==> src/rtl/can_accept_pkg.sv <==
package can_accept_pkg;
  localparam int ID_W  = 29;  // extended identifier width
  localparam int STD_W = 11;  // standard identifier width, top bits of ID_W
  localparam int IDX_W = 3;   // filter index width; all-ones means no filter
  localparam int INFO_W = IDX_W + 1;

  typedef enum logic [1:0] {
    MODE_FILTER = 2'b00,
    MODE_STD    = 2'b01,
    MODE_EXT    = 2'b10,
    MODE_ALL    = 2'b11
  } rx_mode_e;

  typedef struct packed {
    logic             rtr;
    logic [IDX_W-1:0] idx;
  } acc_info_t;
endpackage

==> src/rtl/can_accept_regs.sv <==
module can_accept_regs
  import can_accept_pkg::*;
#(
  parameter int N_FLT_A = 2,
  parameter int N_FLT_B = 4,
  parameter int ADDR_W  = 4,
  localparam int N_TOT  = N_FLT_A + N_FLT_B,
  localparam int DATA_W = ID_W + 1
) (
  input  logic                       clk_i,
  input  logic                       rst_ni,
  input  logic                       wr_en_i,
  input  logic [ADDR_W-1:0]          wr_addr_i,
  input  logic [DATA_W-1:0]          wr_data_i,
  output logic [ID_W-1:0]            mask_a_o,
  output logic [ID_W-1:0]            mask_b_o,
  output logic [N_TOT-1:0][ID_W-1:0] flt_id_o,
  output logic [N_TOT-1:0]           flt_ext_o,
  output rx_mode_e                   mode_a_o,
  output rx_mode_e                   mode_b_o
);
  localparam int MASK_A_ADDR = 0;
  localparam int MASK_B_ADDR = 1;
  localparam int FLT_BASE    = 2;
  localparam int MODE_ADDR   = FLT_BASE + N_TOT;

  always_ff @(posedge clk_i or negedge rst_ni) begin
    if (!rst_ni) begin
      mask_a_o <= '0;
      mask_b_o <= '0;
      mode_a_o <= MODE_FILTER;
      mode_b_o <= MODE_FILTER;
    end else if (wr_en_i) begin
      if (wr_addr_i == ADDR_W'(MASK_A_ADDR)) mask_a_o <= wr_data_i[ID_W-1:0];
      if (wr_addr_i == ADDR_W'(MASK_B_ADDR)) mask_b_o <= wr_data_i[ID_W-1:0];
      if (wr_addr_i == ADDR_W'(MODE_ADDR)) begin
        mode_a_o <= rx_mode_e'(wr_data_i[1:0]);
        mode_b_o <= rx_mode_e'(wr_data_i[3:2]);
      end
    end
  end

  for (genvar k = 0; k < N_TOT; k++) begin : g_flt
    always_ff @(posedge clk_i or negedge rst_ni) begin
      if (!rst_ni) begin
        flt_id_o[k]  <= '0;
        flt_ext_o[k] <= 1'b0;
      end else if (wr_en_i && wr_addr_i == ADDR_W'(FLT_BASE + k)) begin
        flt_id_o[k]  <= wr_data_i[ID_W-1:0];
        flt_ext_o[k] <= wr_data_i[ID_W];
      end
    end
  end
endmodule

==> src/rtl/can_filter_match.sv <==
module can_filter_match
  import can_accept_pkg::*;
(
  input  logic [ID_W-1:0] frm_id_i,
  input  logic            frm_ide_i,
  input  logic [ID_W-1:0] mask_i,
  input  logic [ID_W-1:0] flt_id_i,
  input  logic            flt_ext_i,
  output logic            match_o
);
  logic [ID_W-1:0] diff;
  logic            std_ok, ext_ok;

  always_comb begin
    diff    = (frm_id_i ^ flt_id_i) & mask_i;
    std_ok  = ~|diff[ID_W-1 -: STD_W];
    ext_ok  = ~|diff;
    match_o = (flt_ext_i == frm_ide_i) && (frm_ide_i ? ext_ok : std_ok);
  end
endmodule

==> src/rtl/can_accept_buf.sv <==
module can_accept_buf
  import can_accept_pkg::*;
#(
  parameter int N_FLT = 2,
  parameter int BASE  = 0
) (
  input  logic                       en_i,
  input  logic [ID_W-1:0]            frm_id_i,
  input  logic                       frm_ide_i,
  input  logic                       frm_rtr_i,
  input  logic [ID_W-1:0]            mask_i,
  input  logic [N_FLT-1:0][ID_W-1:0] flt_id_i,
  input  logic [N_FLT-1:0]           flt_ext_i,
  input  rx_mode_e                   mode_i,
  output logic                       hit_o,
  output logic [INFO_W-1:0]          info_o
);
  logic [N_FLT-1:0] match;
  logic [IDX_W-1:0] first_idx;
  logic             found, accept;
  acc_info_t        info;

  for (genvar i = 0; i < N_FLT; i++) begin : g_match
    can_filter_match u_match (
      .frm_id_i  (frm_id_i),
      .frm_ide_i (frm_ide_i),
      .mask_i    (mask_i),
      .flt_id_i  (flt_id_i[i]),
      .flt_ext_i (flt_ext_i[i]),
      .match_o   (match[i])
    );
  end

  // lowest filter number wins
  always_comb begin
    first_idx = '1;
    for (int i = N_FLT - 1; i >= 0; i--) begin
      if (match[i]) first_idx = IDX_W'(BASE + i);
    end
    found = |match;
  end

  always_comb begin
    unique case (mode_i)
      MODE_FILTER: accept = found;
      MODE_STD:    accept = found & ~frm_ide_i;
      MODE_EXT:    accept = found & frm_ide_i;
      MODE_ALL:    accept = 1'b1;
      default:     accept = 1'b0;
    endcase
    hit_o    = en_i & accept;
    info.rtr = frm_rtr_i;
    info.idx = found ? first_idx : '1;
    info_o   = hit_o ? info : '0;
  end
endmodule

==> src/rtl/can_accept_bank.sv <==
module can_accept_bank
  import can_accept_pkg::*;
#(
  parameter int N_FLT_A = 2,
  parameter int N_FLT_B = 4,
  parameter int ADDR_W  = 4,
  localparam int N_TOT  = N_FLT_A + N_FLT_B,
  localparam int DATA_W = ID_W + 1
) (
  input  logic              clk_i,
  input  logic              rst_ni,
  input  logic              wr_en_i,
  input  logic [ADDR_W-1:0] wr_addr_i,
  input  logic [DATA_W-1:0] wr_data_i,
  input  logic              frame_done_i,
  input  logic [ID_W-1:0]   frame_id_i,
  input  logic              frame_ide_i,
  input  logic              frame_rtr_i,
  output logic              result_valid_o,
  output logic              hit_a_o,
  output logic [INFO_W-1:0] info_a_o,
  output logic              hit_b_o,
  output logic [INFO_W-1:0] info_b_o
);
  logic [ID_W-1:0]            mask_a, mask_b;
  logic [N_TOT-1:0][ID_W-1:0] flt_id;
  logic [N_TOT-1:0]           flt_ext;
  rx_mode_e                   mode_a, mode_b;

  logic [ID_W-1:0] frm_id_q;
  logic            frm_ide_q, frm_rtr_q, seen_q, valid_q;

  can_accept_regs #(
    .N_FLT_A (N_FLT_A),
    .N_FLT_B (N_FLT_B),
    .ADDR_W  (ADDR_W)
  ) u_regs (
    .clk_i     (clk_i),
    .rst_ni    (rst_ni),
    .wr_en_i   (wr_en_i),
    .wr_addr_i (wr_addr_i),
    .wr_data_i (wr_data_i),
    .mask_a_o  (mask_a),
    .mask_b_o  (mask_b),
    .flt_id_o  (flt_id),
    .flt_ext_o (flt_ext),
    .mode_a_o  (mode_a),
    .mode_b_o  (mode_b)
  );

  always_ff @(posedge clk_i or negedge rst_ni) begin
    if (!rst_ni) begin
      frm_id_q  <= '0;
      frm_ide_q <= 1'b0;
      frm_rtr_q <= 1'b0;
      seen_q    <= 1'b0;
      valid_q   <= 1'b0;
    end else begin
      valid_q <= frame_done_i;
      if (frame_done_i) begin
        frm_id_q  <= frame_id_i;
        frm_ide_q <= frame_ide_i;
        frm_rtr_q <= frame_rtr_i;
        seen_q    <= 1'b1;
      end
    end
  end

  can_accept_buf #(.N_FLT(N_FLT_A), .BASE(0)) u_buf_a (
    .en_i      (seen_q),
    .frm_id_i  (frm_id_q),
    .frm_ide_i (frm_ide_q),
    .frm_rtr_i (frm_rtr_q),
    .mask_i    (mask_a),
    .flt_id_i  (flt_id[N_FLT_A-1:0]),
    .flt_ext_i (flt_ext[N_FLT_A-1:0]),
    .mode_i    (mode_a),
    .hit_o     (hit_a_o),
    .info_o    (info_a_o)
  );

  can_accept_buf #(.N_FLT(N_FLT_B), .BASE(N_FLT_A)) u_buf_b (
    .en_i      (seen_q),
    .frm_id_i  (frm_id_q),
    .frm_ide_i (frm_ide_q),
    .frm_rtr_i (frm_rtr_q),
    .mask_i    (mask_b),
    .flt_id_i  (flt_id[N_TOT-1:N_FLT_A]),
    .flt_ext_i (flt_ext[N_TOT-1:N_FLT_A]),
    .mode_i    (mode_b),
    .hit_o     (hit_b_o),
    .info_o    (info_b_o)
  );

  assign result_valid_o = valid_q;
endmodule

==> config.mk <==
export PLATFORM = sky130hd
export DESIGN_NAME = can_accept_bank
export DESIGN_NICKNAME = d
export VERILOG_FILES = /design/src/rtl/can_accept_pkg.sv /design/src/rtl/can_accept_regs.sv /design/src/rtl/can_filter_match.sv /design/src/rtl/can_accept_buf.sv /design/src/rtl/can_accept_bank.sv
export SDC_FILE = /design/constraint.sdc
export NUM_CORES = 1
export LEC_CHECK = 0
export ABC_CLOCK_PERIOD_IN_PS = 6800
export BUFFER_PORTS_ARGS = -buffer_cell sky130_fd_sc_hd__buf_2
export CAP_MARGIN = 15
export CELL_PAD_IN_SITES_DETAIL_PLACEMENT = 0
export CELL_PAD_IN_SITES_GLOBAL_PLACEMENT = 1
export CORE_UTILIZATION = 25
export CTS_CLUSTER_DIAMETER = 150
export CTS_CLUSTER_SIZE = 25
export DETAILED_ROUTE_END_ITERATION = 16
export PLACE_DENSITY_LB_ADDON = 0.1
export SYNTH_ARGS = -nofsm -noshare
export SYNTH_HDL_FRONTEND = slang
export SYNTH_HIERARCHICAL = 1
export SYNTH_SLANG_ARGS = --single-unit
==> constraint.sdc <==
create_clock -name clk_i -period 6.8 [get_ports clk_i]
set_input_delay 0.34 -clock clk_i [delete_from_list [all_inputs] [get_ports clk_i]]
set_output_delay 0.34 -clock clk_i [all_outputs]
set_load 0.005 [all_outputs]
## After elaboration in Yosys (flattened, before gate mapping)

Index checks and enable logic that the tools add are counted.

| word-level totals | value |
|---|---|
| flip-flop bits (word level) | 275 |
| input bits | 69 |
| output and inout port bits | 11 |
| logic and storage cells | 122 |

| operators by class | value |
|---|---|
| equality and inequality tests | 20 |
| mux-type cells | 18 |
| bitwise gates (word level) | 19 |
| reductions and logical operators | 44 |

Operators by type and width:

| kind | number |
|---|---|
| 29-bit bitwise AND | 6 |
| 29-bit OR reduction | 6 |
| 29-bit bitwise XOR | 6 |
| 11-bit OR reduction | 6 |
| 3-bit 2-to-1 mux | 6 |
| 4-bit by 3-bit == test with 1-bit output (second input constant) | 4 |
| 1-bit logical AND | 12 |
| 1-bit zero test | 12 |
| 2-bit == test (second input constant) | 4 |
| 4-bit by 2-bit == test with 1-bit output (second input constant) | 2 |
| 4-bit 2-to-1 mux | 2 |
| 1-bit one-hot mux with 4 select lines | 2 |
| 1-bit bitwise AND | 6 |
| 1-bit == test | 6 |
| 1-bit 2-to-1 mux | 6 |
| 2-bit AND reduction | 3 |
| 2-bit by 1-bit == test with 1-bit output (second input constant) | 2 |
| 4-bit by 1-bit == test with 1-bit output (second input constant) | 1 |
| 4-bit == test (second input constant) | 1 |
| 2-bit zero test | 2 |
| 4-bit zero test | 1 |
| 2-bit 2-to-1 mux | 2 |
| 4-bit OR reduction | 1 |
| 2-bit OR reduction | 1 |
| 1-bit inverter | 1 |

## Longest topological paths before layout

Gate-level depths: netlist of run 1.

| logic depth | value |
|---|---|
| depth after elaboration | 12 |
| depth in mapped cells | 8 |
| gate-level depth less buffers | 8 |

## By module

The synthesis of run 1 kept the hierarchy.

By module, submodules not included:

| module | instances | cells an instance | area each (um^2) | seq. area each (um^2) |
|---|---|---|---|---|
| can_accept_regs | 1 | 521 | 9116.2 | 6055.8 |
| can_filter_match | 6 | 52 | 407.9 | 0.0 |
| can_accept_bank | 1 | 69 | 1361.3 | 825.8 |
| can_accept_buf at u_buf_b | 1 | 21 | 176.4 | 0.0 |
| can_accept_buf at u_buf_a | 1 | 18 | 148.9 | 0.0 |

## Worst setup path after synthesis of run 1

No wires, ideal clock.

| timing path | value |
|---|---|
| path type | reg2out |
| start point | reg frm_id_q[20] |
| end point | out info_a_o[3] |
| arrival time | 2.141 ns |
| required time | 6.460 ns |
| setup slack | 4.319 ns |
| stages on the path, launching flop included | 9 |
| path buffers | 0 |
| cell sequence | dfrtp_1 xor2_1 a222oi_1 nand2_1 or4_1 o21ai_0 o211ai_2 o22ai_2 and2_1 |

| between the ends | value |
|---|---|
| cells in the longest elaborated chain, start to end | 11 |
| elaborated cells on any way between the ends | 22 |
| classes of those cells | 4 x mux; 7 x bitwise; 11 x reduce/logical |

Ends and longest elaborated chain:

| what | line | RTL |
|---|---|---|
| start, declared | can_accept_bank.sv:30 | `logic [ID_W-1:0] frm_id_q;` |
| start signal, assigned | can_accept_bank.sv:61 | `frm_id_q <= frame_id_i;` |
| 29-bit bitwise XOR * | can_filter_match.sv:15 | `diff = (frm_id_i ^ flt_id_i) & mask_i;` |
| 29-bit bitwise AND * | can_filter_match.sv:15 |  |
| 29-bit OR reduction / 11-bit OR reduction (equally long branches) | can_filter_match.sv:17, can_filter_match.sv:16 |  |
| 1-bit zero test (on tied branches) | can_filter_match.sv:17, can_filter_match.sv:16 |  |
| 1-bit 2-to-1 mux * | can_filter_match.sv:18 | `match_o = (flt_ext_i == frm_ide_i) && (frm_ide_i ? ext_ok : std_ok);` |
| 1-bit logical AND * | can_filter_match.sv:18 |  |
| net u_buf_a.match[1] | can_accept_buf.sv:18 | `logic [N_FLT-1:0] match;` |
| 2-bit OR reduction * | can_accept_buf.sv:40 | `found = \|match;` |
| 1-bit bitwise AND (on tied branches) | can_accept_buf.sv:47, can_accept_buf.sv:46 |  |
| 1-bit one-hot mux with 4 select lines * | can_accept_buf.sv:44 | `unique case (mode_i)` |
| 1-bit bitwise AND * | can_accept_buf.sv:51 | `hit_o = en_i & accept;` |
| net hit_a_o | can_accept_bank.sv:20 | `output logic hit_a_o,` |
| 4-bit 2-to-1 mux * | can_accept_buf.sv:54 | `info_o = hit_o ? info : '0;` |
| end, declared | can_accept_bank.sv:21 | `output logic [INFO_W-1:0] info_a_o,` |

The timed path passes the listed nets; every way through them passes the cells marked *.

## Final worst setup path of run 1

| timing path | value |
|---|---|
| start point | reg frm_ide_q |
| end point | out info_b_o[3] |

| between the ends | value |
|---|---|
| cells in the longest elaborated chain, start to end | 7 |
| elaborated cells on any way between the ends | 19 |
| classes of those cells | 4 x eq/ne; 6 x mux; 4 x bitwise; 5 x reduce/logical |

Ends and longest elaborated chain:

| what | line | RTL |
|---|---|---|
| start, declared | can_accept_bank.sv:31 | `logic frm_ide_q, frm_rtr_q, seen_q, valid_q;` |
| start signal, assigned | can_accept_bank.sv:62 | `frm_ide_q <= frame_ide_i;` |
| 1-bit == test / 1-bit 2-to-1 mux (equally long branches) | can_filter_match.sv:18 |  |
| 1-bit logical AND * | can_filter_match.sv:18 |  |
| net u_buf_b.match[2] | can_accept_buf.sv:18 |  |
| 4-bit OR reduction * | can_accept_buf.sv:40 |  |
| 1-bit bitwise AND (on tied branches) | can_accept_buf.sv:47, can_accept_buf.sv:46 |  |
| 1-bit one-hot mux with 4 select lines * | can_accept_buf.sv:44 |  |
| 1-bit bitwise AND * | can_accept_buf.sv:51 |  |
| 4-bit 2-to-1 mux * | can_accept_buf.sv:54 |  |
| end, declared | can_accept_bank.sv:23 | `output logic [INFO_W-1:0] info_b_o` |

Marks and branches as above.

==> impl_results.md, run 1 <==
* Number of global-route vias before repair at 8106
* Post-Route WL at 36200 um
* Top_reg_cell synth: dfrtp_1
* Area leader, netlist: dfrtp_1
* First-pass GRT wire length at 55200 um
* R2R setup slack at 5720 ps
* # nets final at 1091
* Via density per instance at 4.51
* # hold bufs at CTS at 1
* Reg-to-reg endpoint: frm_ide_q
* # resized after CTS at 0
* Core ar. at 0.0524 mm2
* # H-tree levels at 1
* Setup CP Type: reg2out
* Syn Inst Count at 941
* Final hold viol count at 0
* Die width at 232 um
* Worst Max-Slew Pin Slew at 1100 ps
* Setup Buffers After CTS at 0
* Path type of the worst min-delay path: in2reg
* Worst-path fanout max at 15
* Share of layout cells above drive strength 1 at 35.2%
* FMAX at 0.257 GHz
* Slew headroom at 26.4%
* Post-route minimum period at 3890 ps
* Sink Count at 275
* Number of library cell types mapped by synthesis at 43
* Required @ worst endpoint at 6460 ps
* Skew-Pair Late Insertion Delay at 500 ps
* Endpoint class of the critical path: primary output
* Reg-to-Reg Start: frm_ide_q
* Worst Setup EP: info_b_o[3]
* Num CTS Buffers at 14
* Post-Syn Nets at 1016
* Yosys warnings at 6
* Period utilisation layout at 57.2%
* Pwr Density at 296 mW/mm2
* CTS root buffer: clkbuf_16
* Antenna violation net count after detailed routing at 0
* Leak at 6.61 nW
* Clock skew at 0 ps
* Synth top area share at 51.9%
* Pin count of the biggest net entering global routing at 137
* WL per Instance at 21.2 um
* Mapped cell area at 0.0133 mm2
* Die height at 232 um
* IO buf count at 79
* Gr ovfl total at 0
* CP arrival at 3550 ps
* CP Launch Type: register
* Via Count at 7681
* Synth area leaders: dfrtp_1 52%, mux2_2 16%, xor2_1 12%
* Dpl hpwl at 24100 um
* Reg2reg path depth at 1
* Bufs on Longest Clock Path at 3
* Antenna violations before repair at 1
* Worst-path clk slew at 100 ps
* Status: completed
* # IOs at 80
* Area delta synth->final at 11.4%
* Total GRT Usage at 13.8%
* Max Slew Vio Count at 0
* Final setup viols at 0
* Drt initial violations at 422
* MaxCap Viol Count at 0
* Placer Congestion at 0.754
* Register bit total from synthesis at 275
* Seq/Total Area, Yosys at 51.9%
* Async set-reset flop share out of synthesis at 100%
* Synth Area per Inst at 14.1 um2
* CTS tree: done
* Die area at 0.0539 mm2
* Total Power at 4.38 mW
* Residual DRC at 0
* First-pass DRT Iterations at 5
* Starting Density at 25.3%
* EDFF count, synth at 0
* Num rows at 84
* Worst vdd rail ir drop at 128 uV
* Unrepaired setup endpoints after global routing: no
* Critical Path Source: frm_ide_q
* Post-Route Setup TNS at 0 ps
cell usage after synthesis, types with 6 or more instances:
cell type,n
a222oi_1,12
nand2_1,21
buf_2,14
o21ai_0,7
xor2_1,175
mux2_4,49
a21oi_1,8
mux2_2,190
mux2_1,34
ha_1,6
dfrtp_1,275
inv_1,7
nor2_1,10
a22oi_1,66
or4_1,6
buf_4,8
nand4_1,18
sequential cells by signal, indices dropped and copies added, names as in the netlist:
signal / count
frm_id_q: 29
frm_ide_q: 1
frm_rtr_q: 1
result_valid_o: 1
seen_q: 1
u_regs/flt_ext_o: 6
u_regs/flt_id_o: 174
u_regs/mask_a_o: 29
u_regs/mask_b_o: 29
u_regs/mode_a_o: 2
u_regs/mode_b_o: 2
layer usage:
metal,routed length (um),share of wire (%),global-route usage [%]
met1,18300,51,20.3
met2,16500,45,21.6
met3,944,2.6,1.44
met4,501,1.4,2.75
met5,0,0,0
logic make-up (layout without fill, tap and decap cells):
kind of cell	count (synthesis)	after routing	share of synthesized area [%]
flops	275	275	51.9
mux	274	274	24.7
xor+xnor	176	176	11.7
compound gates	101	101	5.87
simple gates	73	73	3.30
buf+inv	36	110	1.97
fa+ha+maj	6	6	0.567
other cells	0	1	0
area by class of cell:
cell class	count	area, um2
Tap cell	688	861
Fill cell	5341	37700
Clock buffer	15	375
Antenna cell	1	2.50
Multi-Input combinational cell	630	6130
Sequential cell	275	6880
Timing Repair Buffer	88	488
Inverter	7	26.3
worst min-delay path by stage:
stage	slack, ps	to	cells past startpoint	start
after floorplan	40	frm_id_q[0]	0	rst_ni
after global placement	430	result_valid_o	1	rst_ni
after detailed placement	410	result_valid_o	1	rst_ni
after CTS	20	frm_id_q[3]	2	frame_id_i[3]
after global routing	20	frm_id_q[15]	2	frame_id_i[15]
final	50	frm_id_q[5]	2	frame_id_i[5]
worst max-delay path, cell delays in order (launching register included):
cell	delay, ps
dfrtp_1	730
nand2_1	200
a21oi_1	260
nand4_1	250
or4_1	540
o21ai_0	180
nor3_2	120
a211oi_1	530
buf_2	220
power breakdown:
part / internal (mW) / switching [mW] / leakage, nW / total, mW
sequential: 1.99 / 0.327 / 3.35 / 2.31
combinational: 0.590 / 0.535 / 3.07 / 1.13
clock: 0.398 / 0.539 / 0.185 / 0.936
total: 2.98 / 1.40 / 6.61 / 4.38
stage by stage:
stage                     hold slack, ps  area, um2  setup WS [ps]  cells  util (%)
after global routing                21.4      14800           2790   1703      28.1
after CTS                           20.6      14800           2930   1703      28.1
after detailed placement             406      14400           3510   1687      27.4
final                               54.6      14800           2910   1704      28.1
after global placement               431      14400           3520   1687      27.4
after floorplan                     44.4      13300           4320    941         -
placed cells by master (no fill, tap or decap), types with 3 or more instances in the layout:
| cell type | instances |
|---|---|
| clkbuf_16 | 15 |
| nor3b_2 | 4 |
| mux2_2 | 190 |
| a22oi_1 | 66 |
| nor2_1 | 9 |
| inv_1 | 7 |
| buf_2 | 78 |
| mux2_4 | 49 |
| dfrtp_1 | 275 |
| a21oi_1 | 8 |
| buf_4 | 7 |
| nand4_1 | 18 |
| ha_1 | 6 |
| o21ai_0 | 7 |
| xor2_1 | 175 |
| nand2_1 | 20 |
| a222oi_1 | 12 |
| mux2_1 | 34 |
| nand3b_1 | 3 |
| or4_1 | 6 |
(Power assumes the default switching activity.)
==> inputs of run 2 (changes only) <==
--- a/config.mk
+++ b/config.mk
@@ -5,7 +5,8 @@
 export SDC_FILE = /design/constraint.sdc
 export NUM_CORES = 1
 export LEC_CHECK = 0
-export ABC_CLOCK_PERIOD_IN_PS = 6800
+export ABC_AREA = 1
+export ABC_CLOCK_PERIOD_IN_PS = 4000
 export BUFFER_PORTS_ARGS = -buffer_cell sky130_fd_sc_hd__buf_2
 export CAP_MARGIN = 15
 export CELL_PAD_IN_SITES_DETAIL_PLACEMENT = 0
==> constraint.sdc (replaced) <==
create_clock -name clk_i -period 4 [get_ports clk_i]
set_input_delay 0.2 -clock clk_i [delete_from_list [all_inputs] [get_ports clk_i]]
set_output_delay 0.2 -clock clk_i [all_outputs]
set_load 0.005 [all_outputs]
==> impl_results.md, run 2 <==
* WL per Instance at 18.8 um
* Commonest non-fill, non-tap cells in the layout: 969 x nand2_1, 275 x dfrtp_1, 242 x inv_1
* IO buf count at 79
* # resized after CTS at 0
* CTS tree: done
* Met2 usage at 31.8%
* Pwr Density at 437 mW/mm2
* Bufs on Longest Clock Path at 3
* Post-Syn Nets at 2223
* Register bit total from synthesis at 275
* Top_reg_cell synth: dfrtp_1
* Die width at 249 um
* Most Crowded Layer GR: met2
* CP arrival at 2880 ps
* Antenna violation net count after detailed routing at 0
* # H-tree levels at 1
* Total Power at 7.64 mW
* Most common cell after layout, fill and taps aside: nand2_1
* Endpoint class of the critical path: primary output
* Synth area leaders: dfrtp_1 45%, nand2_1 24%, inv_1 5.9%
* Synth Area per Inst at 7.11 um2
* Area leader, netlist: dfrtp_1
* Clock skew at 0 ps
* Die height at 249 um
* Mapped cell area at 0.0153 mm2
* Largest register FFs at 174
* Period utilisation layout at 77.1%
* Grt met3 use at 1.77%
* Gr ovfl total at 0
* Post-route minimum period at 3080 ps
* Syn Inst Count at 2148
* FMAX at 0.324 GHz
* Starting Density at 25.3%
* Status: completed
* Final hold viol count at 0
* Worst Max-Slew Pin Slew at 1050 ps
* Hold WS at 45.4 ps
* Skew-Pair Late Insertion Delay at 530 ps
* Core ar. at 0.0604 mm2
* Placer Congestion at 0.785
* EDFF count, synth at 0
* # nets final at 2293
* Top post-synthesis cells by count: 971 x nand2_1, 275 x dfrtp_1, 242 x inv_1
* Via density per instance at 4.47
* Leak at 9.15 nW
* Met1 Use GR at 24.6%
* Seq/Total Area, Yosys at 45.1%
* Worst-path clk slew at 110 ps
* Total GRT Usage at 18.3%
* Unrepaired setup endpoints after global routing: no
* R2R setup slack at 3080 ps
* First-pass GRT wire length at 86200 um
* CTS root buffer: clkbuf_16
* Drt initial violations at 726
* # IOs at 80
* Sink Count at 275
* Max Slew Vio Count at 0
* Path type of the worst min-delay path: in2reg
* Die area at 0.0621 mm2
* Final setup viols at 0
* Synth top area share at 45.1%
* Antenna violations before repair at 1
* Number of library cell types mapped by synthesis at 28
* Residual DRC at 0
* Worst-path fanout max at 13
* Share of layout cells above drive strength 1 at 8.07%
* Via Count at 13400
* Slew headroom at 30.2%
* Post-Route Setup TNS at 0 ps
* First-pass DRT Iterations at 5
* CP Launch Type: register
* Worst vdd rail ir drop at 283 uV
* Area delta synth->final at 14.4%
* Required @ worst endpoint at 3800 ps
* Antenna cells at 0
* Setup CP Type: reg2out
* Num rows at 90
* Most frequent cell after synthesis: nand2_1
* MaxCap Viol Count at 0
* Largest Register: u_regs/flt_id_o
* Post-Route WL at 56300 um
* Pin count of the biggest net entering global routing at 88
* Dpl hpwl at 37100 um
* Yosys warnings at 6
* Async set-reset flop share out of synthesis at 100%
* Number of global-route vias before repair at 13300
* Num CTS Buffers at 14
[run 2: cell types whose count changed after synthesis, moves of 66 or more]
cell,before,now
nand3_1,0,131
nand4_1,18,129
inv_1,7,242
a22oi_1,66,0
nor2_1,10,78
mux2_2,190,0
xor2_1,175,36
nand2_1,21,971
[run 2: cell families after synthesis]
family / count (synthesis) / synth area share (%)
buffers and inverters: 362 / 9.85
adder cells (fa/ha/maj): 6 / 0.492
flip-flops: 275 / 45.1
AND/OR/NAND/NOR: 1365 / 37.7
AO/OA/AOI/OAI: 104 / 4.85
XOR/XNOR: 36 / 2.06
[run 2: worst max-delay path: stages (launching register included)]
cell     delay (ps)
dfrtp_1         690
nand2_1         110
nand3_1         130
nand2_1         130
nor2_1          110
nand2_1          70
nor2_1          230
nand2_1         120
a21oi_2         150
nor2_1           70
nand3_1         120
nand2_1          80
nand2_2          80
nand2_4          70
nor2_2           80
buf_2           110
[run 2: timing repair]
item / CTS / global route
hold buffers: 62 / 0
hold endpoints to repair: 268 / 0
setup buffers: 0 / 0
[run 2: final timing paths]
path,from,to,cells after the start
worst max-delay path,frm_id_q[11],info_b_o[2],15
worst min register to register,u_regs/flt_id_o[52],u_regs/flt_id_o[52],2
worst max register to register,frm_id_q[9],frm_id_q[9],2
max in group asynchronous,rst_ni,u_regs/flt_id_o[96],3
worst min-delay path,wr_data_i[1],u_regs/flt_id_o[59],3
min in group asynchronous,rst_ni,frm_id_q[24],2
[run 2: layout make-up]
type | count | area (um2)
fillers | 6639 | 42900
multi-input cells | 1511 | 6990
flip-flops and latches | 275 | 6880
repair buffers | 173 | 1330
well taps | 782 | 978
inverters | 243 | 917
clock buffers | 15 | 375
[run 2: metal layers]
layer  part of all wire (%)  up-vias
met2                     48      187
met3                    2.6       40
li1                       -     6774
met5                      0        -
met1                     47     6414
met4                    1.8        0
[run 2: metrics by stage]
stage | utilization, % | setup WS, ps | instance area, um2 | instances
floorplan | - | 2310 | 15300 | 2148
global placement | 27.3 | 1410 | 16500 | 2922
detailed placement | 27.3 | 1420 | 16500 | 2922
CTS | 28.9 | 802 | 17500 | 2999
global route | 28.9 | 647 | 17500 | 2999
finish | 28.9 | 916 | 17500 | 2999
[run 2: where the power goes]
part	switching, mW	total (mW)	internal [mW]
sequential	0.567	3.89	3.32
clock	1.02	1.70	0.680
combinational	1.24	2.05	0.808
